--- src/rtl/dma_arb_pkg.sv ---
// Shared types for the cascadable DMA request arbiter.
// Assumes: a single clock domain; all users import this package.
package dma_arb_pkg;
    typedef enum logic [1:0] {
        ARB_IDLE = 2'd0,   // no bus request outstanding
        ARB_WAIT = 2'd1,   // hold requested, waiting for acknowledge
        ARB_OWN  = 2'd2    // a channel owns the bus
    } arb_state_t;
endpackage

--- src/rtl/dma_req_qual.sv ---
// Request qualifier: a channel counts as pending only when its request
// is high and its mask bit is low.
// Assumes: inputs are already synchronous to clk.
module dma_req_qual #(
    parameter int NCH = 4
) (
    input  logic [NCH-1:0] dreq,
    input  logic [NCH-1:0] mask,
    output logic [NCH-1:0] qual,
    output logic           any_q
);
    // One gate per channel.
    for (genvar g = 0; g < NCH; g++) begin : g_ch
        assign qual[g] = dreq[g] & ~mask[g];
    end
    assign any_q = |qual;
endmodule

--- src/rtl/dma_prio_pick.sv ---
// Fixed-priority picker: returns a one-hot vector of the lowest-index
// active input (index 0 has the highest priority).
// Assumes: purely combinational; an all-zero input gives all zeros.
module dma_prio_pick #(
    parameter int NCH = 4
) (
    input  logic [NCH-1:0] req,
    output logic [NCH-1:0] pick
);
    // Scan upward and keep the first set bit.
    always_comb begin
        logic found;
        found = 1'b0;
        pick  = '0;
        for (int i = 0; i < NCH; i++) begin
            if (req[i] && !found) begin
                pick[i] = 1'b1;
                found   = 1'b1;
            end
        end
    end
endmodule

--- src/rtl/dma_grant_fsm.sv ---
// Grant sequencer: raises the hold request, latches the winning channel
// on hold acknowledge, and releases the grant when the winner's qualified
// request drops or, for a non-cascade grant, on external end-of-process.
// Assumes: pick is one-hot or zero; synchronous active-low reset.
module dma_grant_fsm
    import dma_arb_pkg::*;
#(
    parameter int NCH = 4
) (
    input  logic           clk,
    input  logic           rst_n,
    input  logic [NCH-1:0] qual,
    input  logic           any_q,
    input  logic [NCH-1:0] pick,
    input  logic [NCH-1:0] casc_en,
    input  logic           hlda,
    input  logic           eop_in,
    output logic           hrq,
    output logic [NCH-1:0] grant,
    output logic           casc_own
);
    arb_state_t     state_q;
    logic [NCH-1:0] grant_q;
    logic           casc_q;
    logic           win_live;

    assign win_live = |(qual & grant_q);

    // State, winner and cascade flag register.
    always_ff @(posedge clk) begin
        if (!rst_n) begin
            state_q <= ARB_IDLE;
            grant_q <= '0;
            casc_q  <= 1'b0;
        end else begin
            unique case (state_q)
                ARB_IDLE: if (any_q) state_q <= ARB_WAIT;
                ARB_WAIT: begin
                    if (!any_q) begin
                        state_q <= ARB_IDLE;
                    end else if (hlda) begin
                        state_q <= ARB_OWN;
                        grant_q <= pick;
                        casc_q  <= |(pick & casc_en);
                    end
                end
                ARB_OWN: begin
                    if (!win_live || (eop_in && !casc_q)) begin
                        state_q <= ARB_IDLE;
                        grant_q <= '0;
                        casc_q  <= 1'b0;
                    end
                end
                default: state_q <= ARB_IDLE;
            endcase
        end
    end

    assign hrq      = (state_q != ARB_IDLE);
    assign grant    = grant_q;
    assign casc_own = casc_q;

    // never more than one channel granted.
    a_r2_one_grant: assert property (@(posedge clk) disable iff (!rst_n)
        $onehot0(grant_q));

    // a qualified request in idle leads to a hold request.
    a_r1_hrq_rise: assert property (@(posedge clk) disable iff (!rst_n)
        (state_q == ARB_IDLE && any_q) |=> hrq);

    // losing the winner's request releases the bus next edge.
    a_r4_release: assert property (@(posedge clk) disable iff (!rst_n)
        (state_q == ARB_OWN && !win_live) |=> (!hrq && grant_q == '0));
endmodule

--- src/rtl/dma_dack_drive.sv ---
// Acknowledge driver: holds the polarity setting in a register that
// resets to active-low and maps the one-hot grant onto the pins.
// Assumes: grant is one-hot or zero.
module dma_dack_drive #(
    parameter int NCH = 4
) (
    input  logic           clk,
    input  logic           rst_n,
    input  logic           dack_hi,
    input  logic [NCH-1:0] grant,
    output logic [NCH-1:0] dack
);
    logic pol_q;

    // Polarity register, active-low out of reset.
    always_ff @(posedge clk) begin
        if (!rst_n) pol_q <= 1'b0;
        else        pol_q <= dack_hi;
    end

    assign dack = pol_q ? grant : ~grant;

    // on the first edge after reset every line is inactive-high.
    a_r7_dack_reset: assert property (@(posedge clk) disable iff (!rst_n)
        !$past(rst_n) |-> (dack == '1));
endmodule

--- src/rtl/dma_casc_arbiter.sv ---
// Top of the cascadable DMA request arbiter. It qualifies requests,
// picks by fixed priority, sequences hold request and grant, drives
// acknowledge at the programmed polarity and gates the bus output enables.
// A cascade grant keeps the enables low and ignores external end-of-process.
// Assumes: synchronous active-low reset; inputs synchronous to clk.
module dma_casc_arbiter #(
    parameter int NCH = 4
) (
    input  logic           clk,
    input  logic           rst_n,
    input  logic [NCH-1:0] dreq,
    input  logic [NCH-1:0] mask,
    input  logic [NCH-1:0] casc_en,
    input  logic           dack_hi,
    input  logic           hlda,
    input  logic           eop_in,
    output logic           hrq,
    output logic [NCH-1:0] dack,
    output logic           addr_oe,
    output logic           ctrl_oe,
    output logic           eop_oe,
    output logic           eop_take
);
    logic [NCH-1:0] qual;
    logic           any_q;
    logic [NCH-1:0] pick;
    logic [NCH-1:0] grant;
    logic           casc_own;
    logic           local_own;

    dma_req_qual #(.NCH(NCH)) u_qual (
        .dreq (dreq),
        .mask (mask),
        .qual (qual),
        .any_q(any_q)
    );

    dma_prio_pick #(.NCH(NCH)) u_pick (
        .req (qual),
        .pick(pick)
    );

    dma_grant_fsm #(.NCH(NCH)) u_fsm (
        .clk     (clk),
        .rst_n   (rst_n),
        .qual    (qual),
        .any_q   (any_q),
        .pick    (pick),
        .casc_en (casc_en),
        .hlda    (hlda),
        .eop_in  (eop_in),
        .hrq     (hrq),
        .grant   (grant),
        .casc_own(casc_own)
    );

    dma_dack_drive #(.NCH(NCH)) u_dack (
        .clk    (clk),
        .rst_n  (rst_n),
        .dack_hi(dack_hi),
        .grant  (grant),
        .dack   (dack)
    );

    // Bus enables only for a locally serviced grant.
    assign local_own = (|grant) && !casc_own;
    assign addr_oe   = local_own;
    assign ctrl_oe   = local_own;
    assign eop_oe    = local_own;
    assign eop_take  = eop_in && local_own;

    // a cascade grant keeps every bus enable low while hrq stays high.
    a_r5_casc_quiet: assert property (@(posedge clk) disable iff (!rst_n)
        casc_own |-> (hrq && !addr_oe && !ctrl_oe && !eop_oe));

    // external end-of-process never accepted during a cascade grant.
    a_r6_casc_no_eop: assert property (@(posedge clk) disable iff (!rst_n)
        casc_own |-> !eop_take);
endmodule

--- config.mk ---
export PLATFORM = sky130hd
export DESIGN_NAME = dma_casc_arbiter
export DESIGN_NICKNAME = d
export VERILOG_FILES = /design/src/rtl/dma_arb_pkg.sv /design/src/rtl/dma_req_qual.sv /design/src/rtl/dma_prio_pick.sv /design/src/rtl/dma_grant_fsm.sv /design/src/rtl/dma_dack_drive.sv /design/src/rtl/dma_casc_arbiter.sv
export SDC_FILE = /design/constraint.sdc
export NUM_CORES = 1
export LEC_CHECK = 0
export BUFFER_PORTS_ARGS = -buffer_cell sky130_fd_sc_hd__buf_2
export CORE_MARGIN = 1
export CORE_UTILIZATION = 44
export CTS_BUF_LIST = sky130_fd_sc_hd__clkbuf_16
export CTS_CLUSTER_DIAMETER = 100
export DETAILED_ROUTE_END_ITERATION = 6
export HOLD_SLACK_MARGIN = 0.12
export PLACE_DENSITY = 0.72
export SLEW_MARGIN = 20
export SYNTH_ARGS = -nofsm -noshare
export SYNTH_HDL_FRONTEND = slang
export SYNTH_SLANG_ARGS = --single-unit
--- constraint.sdc ---
create_clock -name clk -period 1.39 [get_ports clk]
set_clock_uncertainty 0.1 [all_clocks]
set_input_delay 0.278 -clock clk [delete_from_list [all_inputs] [get_ports clk]]
set_output_delay 0.278 -clock clk [all_outputs]
set_load 0.01 [all_outputs]
---- After elaboration in Yosys (flattened, before gate mapping) ----
Index checks and enable logic that the tools add are counted.
word-level totals
  register bits ........................... 8
  input port bits ......................... 17
  word-level logic and storage cells ...... 63
operators by class
  muxes and demuxes ....................... 20
  equal/unequal tests ..................... 7
  bitwise logic cells ..................... 11
  reduce and logical (&&, ||, !) cells .... 21
operator list
  operator              number
  $mux W4               4
  $reduce_or A4 Y1      4
  $mux W1               9
  $and A4 B4 Y4         2
  $mux W2               4
  $pmux W4 S2           1
  $logic_and A1 B1 Y1   6
  $ne A2 B1 Y1 const B  3
  $pmux W2 S3           1
  $logic_not A1 Y1      5
  $and A1 B1 Y1         4
  $not A1 Y1            4
  $not A4 Y4            1
  $reduce_and A4 Y1     1
  $reduce_bool A2 Y1    2
  $ne A3 B3 Y1 const B  1
  $reduce_and A3 Y1     1
  $eq A2 B1 Y1 const B  1
  $eq A2 B2 Y1 const B  1
  $logic_not A2 Y1      1
  $ne A2 B2 Y1 const B  1
  $pmux W1 S2           1
  $logic_or A1 B1 Y1    1

---- Longest topological paths before layout ----
Gate-level depths: netlist (run 1).
  depth after elaboration ................. 17
  mapped depth ............................ 5
  gate-level depth less buffers ........... 4

---- By module ----
From an unflattened synthesis (run 1), not the netlist that was laid out.
unflattened totals
  cell total of the unflattened synthesis .. 60
  area total of the unflattened synthesis .. 553.0 sq um
modules (own cells, without submodules)
  module            area an instance (sq um)  instances  cells an instance
  dma_grant_fsm     372.9                     1          39
  dma_dack_drive    72.6                      1          7
  dma_casc_arbiter  38.8                      1          5
  dma_prio_pick     36.3                      1          4
  dma_req_qual      32.5                      1          5

---- Least setup slack after synthesis (run 1) ----
No wires, ideal clock.
  kind .................................... reg-to-output
  from .................................... register u_fsm.grant_q[1], in the netlist u_fsm.grant[1]
  to ...................................... output port ctrl_oe
  stages on the path, launching flop included .. 4
  path buffers ............................ 1
  data arrival time ....................... 957 ps
  path slack .............................. 55 ps
  cell sequence ........................... dfxtp_1 -> nor4_1 -> nor2_1 -> buf_4
between the ends
  cells in the longest elaborated chain, start to end .. 2
ends and longest elaborated chain
  element                 line                    text
  start, declared         dma_grant_fsm.sv:23     logic [NCH-1:0] grant_q;
  start signal, assigned  dma_grant_fsm.sv:43     grant_q <= pick;
  $reduce_or A4 Y1        dma_casc_arbiter.sv:66  assign local_own = (|grant) && !casc_own;
  $logic_and A1 B1 Y1     dma_casc_arbiter.sv:66
  end, declared           dma_casc_arbiter.sv:20  output logic ctrl_oe,
Every way passes these cells.

---- Final worst setup path (run 1) ----
  from .................................... register u_fsm.grant_q[1], in the netlist u_fsm.grant[1]
  to ...................................... output port eop_take
between the ends
  cells in the longest elaborated chain, start to end .. 3
ends and longest elaborated chain
  element              line                    text
  $reduce_or A4 Y1     dma_casc_arbiter.sv:66
  $logic_and A1 B1 Y1  dma_casc_arbiter.sv:66
  $logic_and A1 B1 Y1  dma_casc_arbiter.sv:70  assign eop_take = eop_in && local_own;
  end, declared        dma_casc_arbiter.sv:22  output logic eop_take
Every way passes these cells.

==> metrics.md, run 1 <==
| Metric | Value |
|---|---|
| Status | finished with violations |
| Failing checks | negative setup slack |
| Placer Congestion | 0.813 |
| Final WS setup | -0.163 ns |
| Part of the Yosys area used for sequential elements | between 20% and 30% |
| Fillers | 75 |
| Reg-to-reg startpoint | u_fsm.grant[1]$_SDFFE_PN0P_ |
| R2r setup slk | -0.07 ns |
| Die footprint | approximately 0.0015 mm² |
| VDD IR max | roughly 760 µV |
| Die span in x | 38.5 µm |
| Row Count | 12 |
| Tcrit/Tclk final | 112% |
| Cts hold-fix bufs | 0 |
| Final setup fails | 10 |
| Max Slew Vio Count | 0 |
| Max clock buf depth | 2 |
| Leak | 0.408 nW |
| CP Max Fanout | 3 |
| Critical path type | flop to primary output |
| Warnings from Yosys | 0 |
| Data arrival, critical path | ~1.2 ns |
| # port buffers | 25 |
| DRT antenna net count | 0 |
| RSZ-0062 raised after global routing | yes |
| Via density | 5.70 |
| Antenna violations before repair | 0 |
| Antenna cells | 0 |
| CP Capture Type | primary output |
| Largest cells by area after synthesis | dfxtp_1 27%, mux2i_1 8.5%, xnor2_1 6.0% |
| Slew margin rel. | a little under 80% |
| Worst Path Required | a little over 1 ns |
| Final Hold Fails | 0 |
| Area grow syn2layout | 61.1% |
| Starting density of the core | roughly 50% |
| CTS tree | done |
| Synth cell types | 28 |
| Hold crit path type | primary input to flop |
| Final Critical Period | around 1.6 ns |
| CTS buffer count | 3 |
| First-pass GRT wire length | around 2.5 mm |
| Final instance area | 943 µm² |
| Core footprint | around 0.0012 mm² |
| I/O pin count | 26 |
| Sequential Area | roughly 170 µm² |
| Placed cell area | around 770 µm² |
| Core Util, Final | roughly four fifths |
| Fin nets | between 100 and 150 |
| Detailed placer's ending HPWL | roughly 1.1 mm |
| Share of layout cells above drive strength 1 | roughly three fifths |
| Mean Syn Cell Area | 9.01 µm² |
| Number of remaining DRC errors | 0 |
| FF-to-FF End | u_fsm.casc_own$_SDFFE_PN0P_ |
| DRT Wirelength | 1.86 mm |
| GRT Overall Usage | about a quarter |
| Reg2Reg Depth | 5 |
| Worst-margin pin slew | ~0.33 ns |
| Clk Latency, worst-skew pair | about 0.23 ns |
| CP Launch Type | flop |
| Syn Inst Count | 65 |
| Max Cap Violations | 0 |
| CP endpoint | eop_take |
| Pwr dens | just under 1000 mW/mm² |
| Pre-antenna DRT Iters | 5 |
| CTS sink cnt | 8 |
| Mapped Area | roughly 590 µm² |
| Setup crit start | u_fsm.grant[1]$_SDFFE_PN0P_ |
| Iter 0 DRT Violations | 27 |
| CTS clk-pin slew, worst paths | approximately 0.040 ns |
| Synth top area share | 27.4% |
| Via Count | between 600 and 700 |
| Root Buffer Master | clkbuf_16 |
| Vias in the first global route | 610 |
| Largest net degree at the start of global routing | 9 |
| Syn Nets | between 80 and 90 |
| Fmax | around 640 MHz |
| Synth area leader | dfxtp_1 |
| H-Tree Depth | 1 |
| Grt ovf | 0 |
| Area occupied by multi-input gates | approximately 430 µm² |
| Drt wl/cell | 16.2 µm |
| Yosys reg bits | 8 |
| Die H | approximately 38 µm |
report_power, final:
part	internal (W)	switching [W]
clock	0.000370	0.000104
combinational	0.000107	0.0000910
sequential	0.000240	0.0000123
repair_timing:
item | in CTS | in global routing
resized for setup | 7 | 12
pin swaps | 2 | 3
buffers inserted | 2 | 1
hold endpoints to repair | 0 | 0
endpoints found under the setup margin | 10 | 13
cloned | 0 | 0
layout by cell type (no fill, tap or decap), types with 2 or more instances in the layout:
cell type and instances:
nand2_1 7, nand3_1 4, buf_4 9, nor2_1 2, nand3b_1 4, xnor2_1 2
nor2b_1 2, buf_6 6, dfxtp_2 4, clkbuf_16 3, and2b_4 2, dfxtp_1 3
buf_2 22, nor2b_4 2, and2_1 2, nand2b_1 2, mux2i_1 5, xnor2_2 2
state kept, by name, summed over array words and instances (netlist names):
register        count
u_fsm.grant         4
u_fsm.casc_own      1
u_dack.pol_q        1
u_fsm.state_q       2
through the flow:
step           setup WS (ns)  setup TNS [ns]  cells  total power, W  hold slack (ns)
3_3_place_gp         -0.0420          -0.207    109        0.000418            0.360
5_1_grt               -0.246           -1.61    115        0.000962            0.176
6_report              -0.163          -0.926    115        0.000925            0.161
4_1_cts               -0.126          -0.828    114        0.000907            0.159
3_5_place_dp         -0.0782          -0.355    109        0.000421            0.383
2_1_floorplan         0.0547               0     65        0.000352            0.296
logic make-up (layout without fill, tap and decap cells):
family | after synthesis | after routing | share of synthesized area, %
xor gates and xnor gates | 4 | 4 | 5.98
buffers and inverters | 5 | 41 | 4.70
DFF | 8 | 8 | 27.3
AOI/OAI and AO/OA | 6 | 6 | 13.2
and+or+nand+nor | 37 | 37 | 40.2
muxes | 5 | 5 | 8.55
layer usage:
metal,up-vias,global-route usage [%],wire [µm]
met5,-,0,0
met4,0,19.8,70
met3,10,6.40,103
met2,40,41.7,905
met1,303,25.7,779
li1,302,-,-
worst min-delay path by stage:
stage	from	to	cells after the start
floorplan	hlda	u_fsm.state_q[0]$_SDFFE_PN0P_	1
global placement	u_fsm.casc_own$_SDFFE_PN0P_	u_fsm.casc_own$_SDFFE_PN0P_	2
detailed placement	u_fsm.casc_own$_SDFFE_PN0P_	u_fsm.casc_own$_SDFFE_PN0P_	2
CTS	dack_hi	u_dack.pol_q$_SDFF_PN0_	2
global route	hlda	u_fsm.state_q[0]$_SDFFE_PN0P_	2
finish	dack_hi	u_dack.pol_q$_SDFF_PN0_	2
final cells by class:
type | instances | area share, %
multi-input cells | 52 | 45.9
repair buffers | 37 | 26.0
flip-flops and latches | 8 | 17.9
clock buffers | 3 | 7.96
well taps | 14 | 1.86
inverters | 1 | 0.398
cells in the mapped netlist:
| cell | count |
|---|---|
| inv_1 | 1 |
| a2111oi_0 | 1 |
| nand4bb_1 | 1 |
| clkbuf_1 | 1 |
| or2b_2 | 1 |
| mux2i_1 | 5 |
| nor4_1 | 2 |
| a311o_1 | 1 |
| buf_2 | 1 |
| nor3_1 | 1 |
| nand2_1 | 8 |
| and2_1 | 2 |
| nor2_1 | 3 |
| and2b_4 | 2 |
| or2_2 | 1 |
| nand2b_1 | 2 |
| xnor2_1 | 4 |
| a21oi_1 | 2 |
| nand3_1 | 4 |
| o41ai_4 | 1 |
| nor2b_1 | 2 |
| buf_4 | 2 |
| and3b_1 | 1 |
| nand4_1 | 1 |
| nand3b_1 | 4 |
| dfxtp_1 | 8 |
| a22oi_4 | 1 |
| nor2b_4 | 2 |
worst max-delay path, stage by stage, from the launching register on:
cell	delay, ns
dfxtp_2	0.33
nor4_2	0.26
buf_4	0.17
nor2_1	0.05
buf_2	0.14
Power figures use the tool's default switching activity.
==> run 2, diff against run 1 <==
--- a/config.mk
+++ b/config.mk
@@ -5,14 +5,16 @@
 export SDC_FILE = /design/constraint.sdc
 export NUM_CORES = 1
 export LEC_CHECK = 0
+export ABC_AREA = 1
 export BUFFER_PORTS_ARGS = -buffer_cell sky130_fd_sc_hd__buf_2
 export CORE_MARGIN = 1
-export CORE_UTILIZATION = 44
+export CORE_UTILIZATION = 46
 export CTS_BUF_LIST = sky130_fd_sc_hd__clkbuf_16
 export CTS_CLUSTER_DIAMETER = 100
 export DETAILED_ROUTE_END_ITERATION = 6
 export HOLD_SLACK_MARGIN = 0.12
-export PLACE_DENSITY = 0.72
+export PLACE_DENSITY = 0.74
+export SKIP_LAST_GASP = 1
 export SLEW_MARGIN = 20
 export SYNTH_ARGS = -nofsm -noshare
 export SYNTH_HDL_FRONTEND = slang
==> run 2 against run 1 <==
Net effect:
- the flow still finishes with violations (negative setup slack)
- setup slack better by 0.074 ns
- sequential share of layout area up 0.49 points
- routed wire length down 11%
- via count up 9.2%
- design area down 2.7%
- critical endpoint is now ctrl_oe
- highest routed layer unchanged
==> metrics.md, run 2 <==
| Metric | Value |
|---|---|
| Share of layout cells above drive strength 1 | 45.4% (-13 points) |
| RSZ-0062 raised after global routing | yes |
| Die footprint | 0.00155 mm² (+5.0%) |
| Detailed placer's ending HPWL | 1.19 mm (+4.4%) |
| CP Capture Type | primary output |
| Root Buffer Master | clkbuf_16 |
| Area grow syn2layout | 42.5% |
| Die span in x | 39.4 µm (+2.5%) |
| Max Cap Violations | 0 (unchanged) |
| Worst path buffer plus inverter count | 1 (-1) |
| Pwr Total | 0.00113 W (+22%) |
| Cell family contributing the most delay on the critical path | simple AND/OR/NAND/NOR gates |
| Mean Syn Cell Area | 6.32 µm² (-30%) |
| Row Count | 13 (+1) |
| DRT antenna net count | 0 (unchanged) |
| Leading cell types in the layout, fill and taps excluded | 25 x buf_2, 20 x nand2_1, 16 x nor2_1, 16 x inv_1, 6 x nand2_2 |
| Max clock buf depth | 2 (unchanged) |
| Pre-antenna DRT Iters | 4 (-1) |
| I/O pin count | 26 (unchanged) |
| Largest net degree at the start of global routing | 9 (unchanged) |
| Flip-flop count of the largest register after layout | 4 (unchanged) |
| Mapped Area | 644 µm² (+10%) |
| CTS tree | done |
| Top post-synthesis cells by count | 22 x nand2_1, 18 x nor2_1, 17 x inv_1 |
| Reg power frac | 26.2% (-1.1 points) |
| Max stage delay on crit path | 0.34 ns (about the same) |
| Final WS setup | -0.0888 ns (+0.0739 ns) |
| Switching fraction of total power | 30.3% (+7.9 points) |
| Reg-to-reg startpoint | u_fsm.grant[0]$_SDFFE_PN0P_ |
| Starting density of the core | 49.5% (-0.48 points) |
| Slew margin rel. | 82.6% (+5.1 points) |
| Comb pwr share | 31.5% (+10 points) |
| Final Hold Fails | 0 (unchanged) |
| Antenna violations before repair | 0 (unchanged) |
| Grt ovf | 0 (unchanged) |
| Iter 0 DRT Violations | 14 (-48%) |
| WHS | 0.130 ns (-0.0308 ns) |
| Worst-margin pin slew | 0.261 ns (-0.0684 ns) |
| Post-synth EDFFs | 0 (unchanged) |
| Clk Latency, worst-skew pair | 0.23 ns (about the same) |
| GRT Overall Usage | 25.7% (+0.80 points) |
| Final setup fails | 8 (-2) |
| CTS sink cnt | 8 (unchanged) |
| Core footprint | 0.00130 mm² (+11%) |
| Int Pwr | 0.000785 W (+9.4%) |
| Part of the Yosys area used for sequential elements | 24.9% (-2.5 points) |
| P_sw | 0.000342 W (+65%) |
| Hold Startpoint | dack_hi |
| Final Critical Period | 1.48 ns (-0.0739 ns) |
| Critical path type | flop to primary output |
| Failing checks | negative setup slack |
| Setup crit start | u_fsm.grant[0]$_SDFFE_PN0P_ |
| Drt wl/cell | 11.4 µm (-29%) |
| Max Slew Vio Count | 0 (unchanged) |
| DRT Wirelength | 1.66 mm (-11%) |
| Via Count | 715 (+9.2%) |
| Fin Setup TNS | -0.395 ns (+0.531 ns) |
| Synth top area share | 24.9% (-2.5 points) |
| First-pass GRT wire length | 2.59 mm (+4.7%) |
| Number of remaining DRC errors | 0 (unchanged) |
| Most common cell after layout, fill and taps aside | buf_2 |
| Status | finished with violations |
| Synth cell types | 22 (-21%) |
| Yosys reg bits | 8 (unchanged) |
| Data arrival, critical path | 1.10 ns (-0.07 ns) |
| Placer Congestion | 0.753 (-7.4%) |
| CP Max Fanout | 3 (unchanged) |
| # port buffers | 25 (unchanged) |
| Fmax | 676 MHz (+5.0%) |
| Warnings from Yosys | 0 (unchanged) |
| Worst slack at placement | 0.00795 ns (+0.0861 ns) |
| Leak | 0.490 nW (+20%) |
| Worst-path cell chain | nor4_4 -> nor2_2 -> buf_2 |
| Count leader, synth | nand2_1 |
| Synth Flop Type | dfxtp_1 |
| Largest cells by area after synthesis | dfxtp_1 25%, nand2_1 13%, nor2_1 10% |
| Syn Inst Count | 102 (+57%) |
| CP Launch Type | flop |
| Syn Nets | 119 (+45%) |
| Die H | 39.4 µm (+2.5%) |
| Asr flop ratio synth | 0% (unchanged) |
| H-Tree Depth | 1 (unchanged) |
| CTS buffer count | 3 (unchanged) |
| Tcrit/Tclk final | 106% (-5.3 points) |
| CP max stage cell | dfxtp_4 |
| Clock network fraction of design power | 42.3% (-9.0 points) |
| Vias in the first global route | 644 (+5.6%) |
| Hold crit path type | primary input to flop |
| Worst Path Required | 1.01 ns (about the same) |
| Synth area leader | dfxtp_1 |
| VDD IR max | 937 µV (+23%) |
| Antenna cells | 0 (unchanged) |
| Fillers | 120 (+60%) |
| Pwr dens | 1230 mW/mm² (+25%) |
| Fin nets | 149 (+24%) |
| Via density | 4.93 (-13%) |
| CTS clk-pin slew, worst paths | 0.04 ns (about the same) |
==> run 2: power by group through the flow <==
stage	clock network, W	registers (W)	logic (W)
after floorplan	0	0.000279	0.000234
after global placement	0	0.000288	0.000301
after global routing	0.000493	0.000299	0.000396
after CTS	0.000480	0.000291	0.000333
final	0.000476	0.000295	0.000355
after detailed placement	0	0.000289	0.000306
==> run 2: stage by stage <==
| stage | area [µm²] | util [%] | std cells |
|---|---|---|---|
| 2_1_floorplan | 644 | - | 102 |
| 3_3_place_gp | 772 | 59.3 | 139 |
| 3_5_place_dp | 772 | 59.3 | 139 |
| 4_1_cts | 875 | 67.2 | 143 |
| 5_1_grt | 918 | 70.6 | 145 |
| 6_report | 918 | 70.6 | 145 |
==> run 2: tightest hold or removal path: cells and delay by family <==
family                 cells  cell delay [ns]
buffers and inverters      2             0.12
and+or+nand+nor            1             0.04
==> run 2: what timing repair did <==
action / CTS / global route
gates resized for setup: 5 / 11
hold buffers: 0 / 0
pin swaps: 3 / 4
setup buffers: 1 / 2
endpoints found under the setup margin: 4 / 12
==> run 2: cells by family (layout without fill, tap and decap cells) <==
logic type | Yosys count | count (layout) | synth area share [%]
XOR/XNOR | 4 | 4 | 5.44
AO/OA/AOI/OAI | 5 | 5 | 8.16
AND/OR/NAND/NOR | 63 | 63 | 47.4
buffers and inverters | 22 | 50 | 14.2
flip-flops | 8 | 8 | 24.9
==> run 2: metal layers <==
metal	vias to the layer above	global-route usage [%]	share of wire (%)	wire [µm]
li1	370	-	-	-
met1	309	29.0	43	711
met2	26	40.6	49	806
met3	10	6.82	4.6	76
met4	0	19.0	4.0	66
met5	-	0	0	0
==> run 2: cell type report <==
class | count | area (µm²) | share of cell area [%]
clock buffer | 3 | 75.1 | 8.17
timing repair buffer | 29 | 155 | 16.9
multi-input combinational | 72 | 433 | 47.1
inverter | 18 | 67.6 | 7.36
sequential | 8 | 169 | 18.4
tap | 15 | 18.8 | 2.04
==> run 2: worst paths after layout <==
| check | endpoint | slack [ns] | depth (start not counted) |
|---|---|---|---|
| max | ctrl_oe | -0.09 | 3 |
| min | u_dack.pol_q$_SDFF_PN0_ | 0.13 | 3 |
| max reg2reg | u_fsm.grant[2]$_SDFFE_PN0P_ | -0.02 | 7 |
| min reg2reg | u_fsm.grant[2]$_SDFFE_PN0P_ | 0.46 | 4 |
